### src/rtl/sreg_pkg.sv
package sreg_pkg;

    localparam int WORD_W    = 16;
    localparam int ADDR_W    = 7;
    localparam int DATA_W    = 8;
    localparam int NUM_PORTS = 3;
    localparam int NUM_REGS  = 32;
    localparam int RESP_LAT  = 11;
    localparam int RATE_W    = 2;
    localparam int IDX_W     = $clog2(NUM_REGS);

    localparam int PORT_W = 0;
    localparam int PORT_A = 1;
    localparam int PORT_B = 2;

    localparam logic [ADDR_W-1:0] REG_LIMIT = ADDR_W'(NUM_REGS);
    localparam logic [ADDR_W-1:0] RO_BASE   = 7'h60;

    typedef struct packed {
        logic              wr;
        logic [ADDR_W-1:0] addr;
        logic [DATA_W-1:0] data;
    } cmd_t;

    typedef enum logic [1:0] {
        RS_IDLE  = 2'd0,
        RS_WAIT  = 2'd1,
        RS_SHIFT = 2'd2
    } rsp_state_t;

    function automatic logic is_storage(input logic [ADDR_W-1:0] a);
        return a < REG_LIMIT;
    endfunction

    function automatic logic is_ident(input logic [ADDR_W-1:0] a);
        return a >= RO_BASE;
    endfunction

    function automatic logic [DATA_W-1:0] ident_value(input logic [ADDR_W-1:0] a);
        return {1'b1, a};
    endfunction

endpackage

### src/rtl/sreg_clkdiv.sv
module sreg_clkdiv
    import sreg_pkg::*;
(
    input  logic              clk,
    input  logic              rst,
    input  logic [RATE_W-1:0] rate,
    output logic              tick
);
    logic [1:0] phase;

    always_ff @(posedge clk) begin
        if (rst) phase <= '0;
        else     phase <= phase + 2'd1;
    end

    always_comb begin
        case (rate)
            2'd0:    tick = 1'b1;
            2'd1:    tick = phase[0];
            default: tick = &phase;
        endcase
    end
endmodule

### src/rtl/sreg_deser.sv
module sreg_deser
    import sreg_pkg::*;
(
    input  logic              clk,
    input  logic              rst,
    input  logic              tick,
    input  logic              sync,
    input  logic              sdi,
    output logic              done,
    output logic [WORD_W-1:0] word
);
    localparam int CNT_W = $clog2(WORD_W);

    logic [WORD_W-2:0] shreg;
    logic [CNT_W-1:0]  nbits;

    always_ff @(posedge clk) begin
        if (rst) begin
            shreg <= '0;
            nbits <= '0;
        end else if (tick) begin
            if (sync) begin
                shreg <= {{(WORD_W-2){1'b0}}, sdi};
                nbits <= CNT_W'(1);
            end else if (nbits != '0) begin
                shreg <= {shreg[WORD_W-3:0], sdi};
                nbits <= (nbits == CNT_W'(WORD_W-1)) ? '0 : nbits + CNT_W'(1);
            end
        end
    end

    assign done = tick && !sync && (nbits == CNT_W'(WORD_W-1));
    assign word = {shreg, sdi};
endmodule

### src/rtl/sreg_regfile.sv
module sreg_regfile
    import sreg_pkg::*;
(
    input  logic                 clk,
    input  logic                 rst,
    input  logic [NUM_PORTS-1:0] wr_en,
    input  cmd_t                 wr_cmd [NUM_PORTS],
    input  logic [ADDR_W-1:0]    rd_addr_a,
    input  logic [ADDR_W-1:0]    rd_addr_b,
    output logic [DATA_W-1:0]    rd_data_a,
    output logic [DATA_W-1:0]    rd_data_b,
    output logic [RATE_W-1:0]    rate
);
    logic [DATA_W-1:0] regs [NUM_REGS];

    always_ff @(posedge clk) begin
        if (rst) begin
            for (int i = 0; i < NUM_REGS; i++) regs[i] <= '0;
        end else begin
            // later ports override earlier ones: W, then A, then B
            for (int p = 0; p < NUM_PORTS; p++) begin
                if (wr_en[p] && is_storage(wr_cmd[p].addr))
                    regs[wr_cmd[p].addr[IDX_W-1:0]] <= wr_cmd[p].data;
            end
        end
    end

    function automatic logic [DATA_W-1:0] lookup(input logic [ADDR_W-1:0] a);
        if (is_storage(a))    return regs[a[IDX_W-1:0]];
        else if (is_ident(a)) return ident_value(a);
        else                  return '0;
    endfunction

    assign rd_data_a = lookup(rd_addr_a);
    assign rd_data_b = lookup(rd_addr_b);
    assign rate      = regs[0][RATE_W-1:0];

    logic cfg_hit;
    always_comb begin
        cfg_hit = 1'b0;
        for (int p = 0; p < NUM_PORTS; p++)
            if (wr_en[p] && wr_cmd[p].addr == '0) cfg_hit = 1'b1;
    end

    AST_RATE_ONLY_BY_WRITE: assert property (@(posedge clk) disable iff (rst)
        (rate != $past(rate)) |-> $past(cfg_hit));
endmodule

### src/rtl/sreg_resp.sv
module sreg_resp
    import sreg_pkg::*;
(
    input  logic              clk,
    input  logic              rst,
    input  logic              tick,
    input  logic              start,
    input  logic              hold,
    input  logic [WORD_W-1:0] word,
    output logic              rsp_sync,
    output logic              rsp_sdo,
    output logic              busy
);
    localparam int WC_W = $clog2(RESP_LAT + 1);
    localparam int IX_W = $clog2(WORD_W);

    rsp_state_t        state;
    logic [WC_W-1:0]   wcnt;
    logic [IX_W-1:0]   idx;
    logic [WORD_W-1:0] shreg;

    always_ff @(posedge clk) begin
        if (rst) begin
            state <= RS_IDLE;
            wcnt  <= '0;
            idx   <= '0;
            shreg <= '0;
        end else begin
            case (state)
                RS_IDLE: if (start) begin
                    shreg <= word;
                    wcnt  <= '0;
                    state <= RS_WAIT;
                end
                RS_WAIT: if (tick && !hold) begin
                    if (wcnt == WC_W'(RESP_LAT - 1)) begin
                        idx   <= IX_W'(WORD_W - 1);
                        state <= RS_SHIFT;
                    end else begin
                        wcnt <= wcnt + WC_W'(1);
                    end
                end
                RS_SHIFT: if (tick) begin
                    if (idx == '0) begin
                        state <= RS_IDLE;
                    end else begin
                        idx   <= idx - IX_W'(1);
                        shreg <= {shreg[WORD_W-2:0], 1'b0};
                    end
                end
                default: state <= RS_IDLE;
            endcase
        end
    end

    assign rsp_sdo  = (state == RS_SHIFT) && shreg[WORD_W-1];
    assign rsp_sync = (state == RS_SHIFT) && (idx == IX_W'(WORD_W - 1));
    assign busy     = (state != RS_IDLE);

    AST_SYNC_ONE_BIT: assert property (@(posedge clk) disable iff (rst)
        (rsp_sync && tick) |=> !rsp_sync);
    AST_OUT_ON_STROBE: assert property (@(posedge clk) disable iff (rst)
        !tick |=> ($stable(rsp_sync) && $stable(rsp_sdo)));
endmodule

### src/rtl/sreg_cmd_hub.sv
module sreg_cmd_hub
    import sreg_pkg::*;
(
    input  logic clk,
    input  logic rst,
    output logic shift_en,
    input  logic w_sync,
    input  logic w_sdi,
    input  logic a_sync,
    input  logic a_sdi,
    input  logic b_sync,
    input  logic b_sdi,
    output logic a_rsp_sync,
    output logic a_rsp_sdo,
    output logic b_rsp_sync,
    output logic b_rsp_sdo
);
    logic [RATE_W-1:0]    rate;
    logic                 tick;
    logic [NUM_PORTS-1:0] sync_v, sdi_v, done_v, wr_en;
    logic [WORD_W-1:0]    words [NUM_PORTS];
    cmd_t                 cmds  [NUM_PORTS];
    logic [DATA_W-1:0]    val_a, val_b;
    logic                 rd_a, rd_b, busy_a, busy_b, hold_b;

    assign sync_v = {b_sync, a_sync, w_sync};
    assign sdi_v  = {b_sdi,  a_sdi,  w_sdi};

    sreg_clkdiv u_div (.clk(clk), .rst(rst), .rate(rate), .tick(tick));
    assign shift_en = tick;

    for (genvar p = 0; p < NUM_PORTS; p++) begin : g_port
        sreg_deser u_deser (
            .clk(clk), .rst(rst), .tick(tick),
            .sync(sync_v[p]), .sdi(sdi_v[p]),
            .done(done_v[p]), .word(words[p])
        );
        assign cmds[p]  = cmd_t'(words[p]);
        assign wr_en[p] = done_v[p] && cmds[p].wr;
    end

    // the W port carries no read path
    assign rd_a = done_v[PORT_A] && !cmds[PORT_A].wr;
    assign rd_b = done_v[PORT_B] && !cmds[PORT_B].wr;

    sreg_regfile u_regs (
        .clk(clk), .rst(rst), .wr_en(wr_en), .wr_cmd(cmds),
        .rd_addr_a(cmds[PORT_A].addr), .rd_addr_b(cmds[PORT_B].addr),
        .rd_data_a(val_a), .rd_data_b(val_b), .rate(rate)
    );

    assign hold_b = busy_a || rd_a;

    sreg_resp u_resp_a (
        .clk(clk), .rst(rst), .tick(tick), .start(rd_a), .hold(1'b0),
        .word({1'b0, cmds[PORT_A].addr, val_a}),
        .rsp_sync(a_rsp_sync), .rsp_sdo(a_rsp_sdo), .busy(busy_a)
    );

    sreg_resp u_resp_b (
        .clk(clk), .rst(rst), .tick(tick), .start(rd_b), .hold(hold_b),
        .word({1'b0, cmds[PORT_B].addr, val_b}),
        .rsp_sync(b_rsp_sync), .rsp_sdo(b_rsp_sdo), .busy(busy_b)
    );

    AST_B_WAITS_FOR_A: assert property (@(posedge clk) disable iff (rst)
        $rose(b_rsp_sync) |-> $past(!hold_b));
    AST_B_BUSY_WHEN_SENDING: assert property (@(posedge clk) disable iff (rst)
        b_rsp_sync |-> busy_b);
endmodule

### config.mk
export PLATFORM = sky130hd
export DESIGN_NAME = sreg_cmd_hub
export DESIGN_NICKNAME = d
export VERILOG_FILES = /design/src/rtl/sreg_pkg.sv /design/src/rtl/sreg_clkdiv.sv /design/src/rtl/sreg_deser.sv /design/src/rtl/sreg_regfile.sv /design/src/rtl/sreg_resp.sv /design/src/rtl/sreg_cmd_hub.sv
export SDC_FILE = /design/constraint.sdc
export NUM_CORES = 1
export LEC_CHECK = 0
export CAP_MARGIN = 10
export CORE_MARGIN = 2
export CORE_UTILIZATION = 40
export DETAILED_ROUTE_END_ITERATION = 6
export GPL_TIMING_DRIVEN = 0
export PLACE_DENSITY_LB_ADDON = 0.05
export SYNTH_ARGS = -nofsm -noshare
export SYNTH_HDL_FRONTEND = slang
export SYNTH_SLANG_ARGS = --single-unit
### constraint.sdc
create_clock -name clk -period 3.18 [get_ports clk]
set_input_delay 0.636 -clock clk [delete_from_list [all_inputs] [get_ports clk]]
set_output_delay 0.636 -clock clk [all_outputs]
set_load 0.02 [all_outputs]
; ---- After elaboration in Yosys (flattened, before gate mapping)
; Memory sizes are Yosys's and may differ from the RTL's. A register that Yosys moved wholly into a read port is not among the register bits.
; Index checks and enable logic that the tools add are counted.
[classes]
n_addsub = 8
magnitude_cmp = 5
n_eq_ne = 26
n_mux = 82
n_reduce_logical = 59
[ops]
columns = op, count
row1 = $mux 16, 6
row2 = $mux 4, 23
row3 = $mux 15, 6
row4 = $pmux 16 s2, 2
row5 = $mux 8, 7
row6 = $mux 5, 7
row7 = $pmux 4 s2, 4
row8 = $eq 4x4->1 const B, 7
row9 = $reduce_or 8->1, 3
row10 = $lt 7x6->1 const B, 3
row11 = $add 4x1->4 const B, 5
row12 = $mux 2, 10
row13 = $reduce_and 5->1, 4
row14 = $reduce_bool 2->1, 10
row15 = $logic_and 1x1->1, 19
row16 = $ne 2x2->1 const B, 9
row17 = $reduce_and 4->1, 4
row18 = $ge 7x7->1 const B, 2
row19 = $mux 1, 14
row20 = $pmux 2 s3, 2
row21 = $reduce_bool 4->1, 3
row22 = $ne 2x1->1 const B, 5
row23 = $logic_not 4->1, 2
row24 = $reduce_and 2->1, 4
row25 = other kinds (8), 19
[totals]
reg_bits = 111
ramBits = 256
wordCells = 196
n_memories = 1
[memory_table]
columns = name, words, word_bits, read_ports, rd_clocked_by_memory_dff, wr, line
row1 = u_regs.regs, 32, 8, 3, 2, 32, sreg_regfile.sv:14  ; logic [DATA_W-1:0] regs [NUM_REGS];

; ---- Depth between registers and ports, before layout
; An unclocked memory read counts as a cell.
[logic_depth]
depth_word = 12
ltp_mapped = 9
mapped_depth_nobuf = 7

; ---- Modules after synthesis
; From an unflattened synthesis, not the netlist that was laid out.
[hier_totals]
hier_cells = 2328
area_unflattened_um2 = 23877.9
[by_module_without_submodules]
columns = module, instances, cells_per_inst, area_each_um2, seq_area_each_um2
row1 = sreg_regfile, 1, 1768, 18464.0, 7687.4
row2 = sreg_resp, 2, 148, 1433.9, 520.5
row3 = sreg_deser, 3, 83, 805.8, 380.4
row4 = sreg_clkdiv, 1, 8, 78.8, 40.0
row5 = sreg_cmd_hub, 1, 7, 50.0, 0.0

; ---- Least setup slack after synthesis
; OpenSTA, ideal clock, no wires.
[synth_path]
path_kind = input-to-reg
start = in w_sync
end = mem u_regs.regs[25][0], enable pin
arrival_time_ps = 2539
required_ps = 2796
slack_ps = 257
path_stages = 5
n_path_buf = 1
cell_sequence = or4b_1 nor4_2 buf_4 nand4_1 o21ai_0
[synth_lines]
columns = item, line
row1 = from (decl), sreg_cmd_hub.sv:7  ; input logic w_sync,
row2 = to (decl), sreg_regfile.sv:14

==> out/metrics.cfg <==
[synthesis]
synth.top_cells.by_count=sky130_fd_sc_hd__edfxtp_1, sky130_fd_sc_hd__nor2_1, sky130_fd_sc_hd__nand2_1
ys_async_sr_fraction=0
synth_area_per_cell_sq_um=9.95
synthDominantAreaCellType=sky130_fd_sc_hd__edfxtp_1
yosysTopAreaCellShare=0.314
synthesis.nets=2483
synth-edff-count=256
synth_area_leaders=sky130_fd_sc_hd__edfxtp_1, sky130_fd_sc_hd__mux4_2, sky130_fd_sc_hd__dfxtp_1, sky130_fd_sc_hd__o22a_1, sky130_fd_sc_hd__nor2_1
synthDistinctLibCells=79
ys_seq_area_frac=0.413
yosys_warnings=0
post-synth-top-count-cell=sky130_fd_sc_hd__edfxtp_1
post_synth_instance_area_sq_um=24500
ys_seq_elements=377
postSynth.topFlopCell=sky130_fd_sc_hd__edfxtp_1
postSynthCellCount=2458

[global_route]
pin_count_of_the_biggest_net_entering_global_routing=20
gr_ovfl_total=0
grt_pass1_vias=23300
grt.total_usage=0.442
grt_pass1_wl_mm=191
antenna_violations_before_repair=5

[power_and_ir_drop]
irDropWorstVdd_uv=334
power_density_nw_per_um2=425
post-layout-total-power_mw=12.2
power_leakage_nw=8.86

[sta]
slew_headroom=-0.00972
setup_viol=66
maximum_achievable_frequency_mhz=305
setup-tns-final_ps=-2860
clock-skew-final_ps=41.8
hold_viol_final=0
setup_ws_ps=-103
timing.final.crit_period_ps=3280
post-route-period-util=1.03
holdWs_ps=454
max_slew.worst_pin.slew_ps=1510
rsz_0062_raised_after_global_routing=true
final_slew_viol_count=11

[final_layout]
nNetsFinal=2596
post-route-util=0.476
area_growth_pct=17.5
layout.cell_area.non_filler_sq_um=28800
fillers=5643
layout.cells.non_filler=3395
seq_area_sq_um=10100
multi_input_area_sq_um=13900
final_layout_size_suffix_gt1_frac=0.194

[floorplanning]
dieHeight_microns=251
floorplan.die.width_microns=251
initial_core_util=0.405
placeableCoreArea_sq_um=60400
top_level_ports=13
die_footprint_sq_um=63200
placement_rows=90

[critical_path]
worst_setup_path_start_kind=flip-flop
crit_type=reg -> reg
timing.critical_path.arrival_ps=3600
critical_path_peak_fanout=10
critical_path_required_ps=3490
crit_path_end_kind=flip-flop

[placed_design]
detailed_place_hpwl_mm=104
placement.setup.worst_slack_ps=-2030
detailed_place.area_sq_um=25700
place.gp.congestion=1.14
buffer_ports.inserted=10
placed_cells=3262

[routing]
finalWirelength_mm=142
drt-initial-drc-count=4865
detailroute.via_count=25200
via_per_inst=7.43
firstDrtPassIters=7
detail-route-antenna-nets=0
detail_route.wl_per_cell_microns=41.9
detail_route.drc_violations=1

[outcome]
failed_checks=DRC, capacitance limit, slew limit, setup timing
status=finished with violations

[clock_network]
clk_pin_slew_worst_paths_ps=60
cts-root-buf=sky130_fd_sc_hd__clkbuf_16
clockBufferDepth=3
cts_buffers=47
cts_tree=built
sinks_on_clock_net=377
clock_tree.htree_level_count=2
clock_insertion_delay_worst_skew_ps=630

[run]
max_cap_viol_count=1

[worst_hold_path]
min-delay-path-class=reg -> reg

==> final timing paths <==
path,startpoint,end,slack (ps),cells past startpoint
setup / recovery,u_regs.regs[0][1],u_regs.regs[22][4],-100,9
hold / removal,g_port[0].u_deser.shreg[14],g_port[0].u_deser.shreg[14],450,2
setup reg to reg,u_regs.regs[0][1],u_regs.regs[22][4],-100,9
hold reg to reg,g_port[0].u_deser.shreg[14],g_port[0].u_deser.shreg[14],450,2
==> power by group <==
part           switching, mW  internal (mW)  total, mW
logic                  0.499          0.233      0.731
clock network           2.40           3.54       5.94
registers              0.140           5.41       5.55
==> what timing repair did <==
item	in CTS	in global routing
gates cloned	0	0
hold buffers	0	0
setup endpoints to repair	531	294
buffers inserted	37	13
gates resized for setup	181	84
pin swaps	19	5
==> cells in the final DEF (no fill, tap or decap), drive strengths merged, types with 17 or more instances in the layout <==
cell / instances
nor3: 141
edfxtp: 256
ha: 17
or3: 18
and3: 18
mux2i: 42
mux4: 124
o21ai: 129
o21a: 99
o2111ai: 27
nand3: 91
dfxtp: 121
a311oi: 19
clkbuf: 234
clkinv: 19
a21oi: 58
o22a: 111
a22oi: 26
nand2: 198
inv: 31
nor2b: 19
buf: 124
a31oi: 54
nor2: 221
nand4: 31
nand3b: 30
o22ai: 131
nor4: 24
==> cell families (layout without fill, tap and decap cells) <==
group,count (synthesis),count (layout),synth area share
simple gates,853,853,0.179
compound gates,760,760,0.220
flops,377,377,0.413
buf+inv,280,431,0.0452
mux,169,169,0.133
fa+ha+maj,17,17,0.00869
xor+xnor,2,2,0.000716
other cells,0,4,0
==> worst max-delay path, stage by stage, from the launching register on <==
cell	delay, ps
sky130_fd_sc_hd__edfxtp_1	370
sky130_fd_sc_hd__buf_4	200
sky130_fd_sc_hd__nor2b_2	220
sky130_fd_sc_hd__buf_4	220
sky130_fd_sc_hd__nor4_4	490
sky130_fd_sc_hd__buf_4	370
sky130_fd_sc_hd__nand3_4	260
sky130_fd_sc_hd__clkbuf_2	350
sky130_fd_sc_hd__o2111ai_2	280
sky130_fd_sc_hd__buf_6	210
==> routing by layer <==
metal / up-vias / share of wire / GRT usage
met3: 626 / 0.15 / 0.189
met1: 12300 / 0.36 / 0.551
met5: - / 0.000091 / 0
li1: 9942 / - / -
met4: 2 / 0.094 / 0.324
met2: 2396 / 0.39 / 0.606
==> layout make-up <==
cell class / instances / area share
Tap cell: 782 / 0.0340
Sequential cell: 377 / 0.352
Buffer: 236 / 0.0396
Multi-Input combinational cell: 1801 / 0.485
Clock inverter: 30 / 0.0132
Clock buffer: 57 / 0.0448
Antenna cell: 4 / 0.000348
Timing Repair Buffer: 77 / 0.0274
Inverter: 31 / 0.00413
==> registers in the layout (all words and copies together), names as in the netlist, named ones only <==
signal                count
g_port.u_deser.shreg     45
u_resp_a.idx              4
u_resp_b.state            2
u_div.phase               2
u_resp_a.state            2
u_regs.regs             256
u_resp_a.shreg           16
g_port.u_deser.nbits     12
u_resp_b.idx              4
u_resp_b.wcnt             4
u_resp_b.shreg           16
u_resp_a.wcnt             4
No activity file was read; power rests on OpenSTA's default activity.
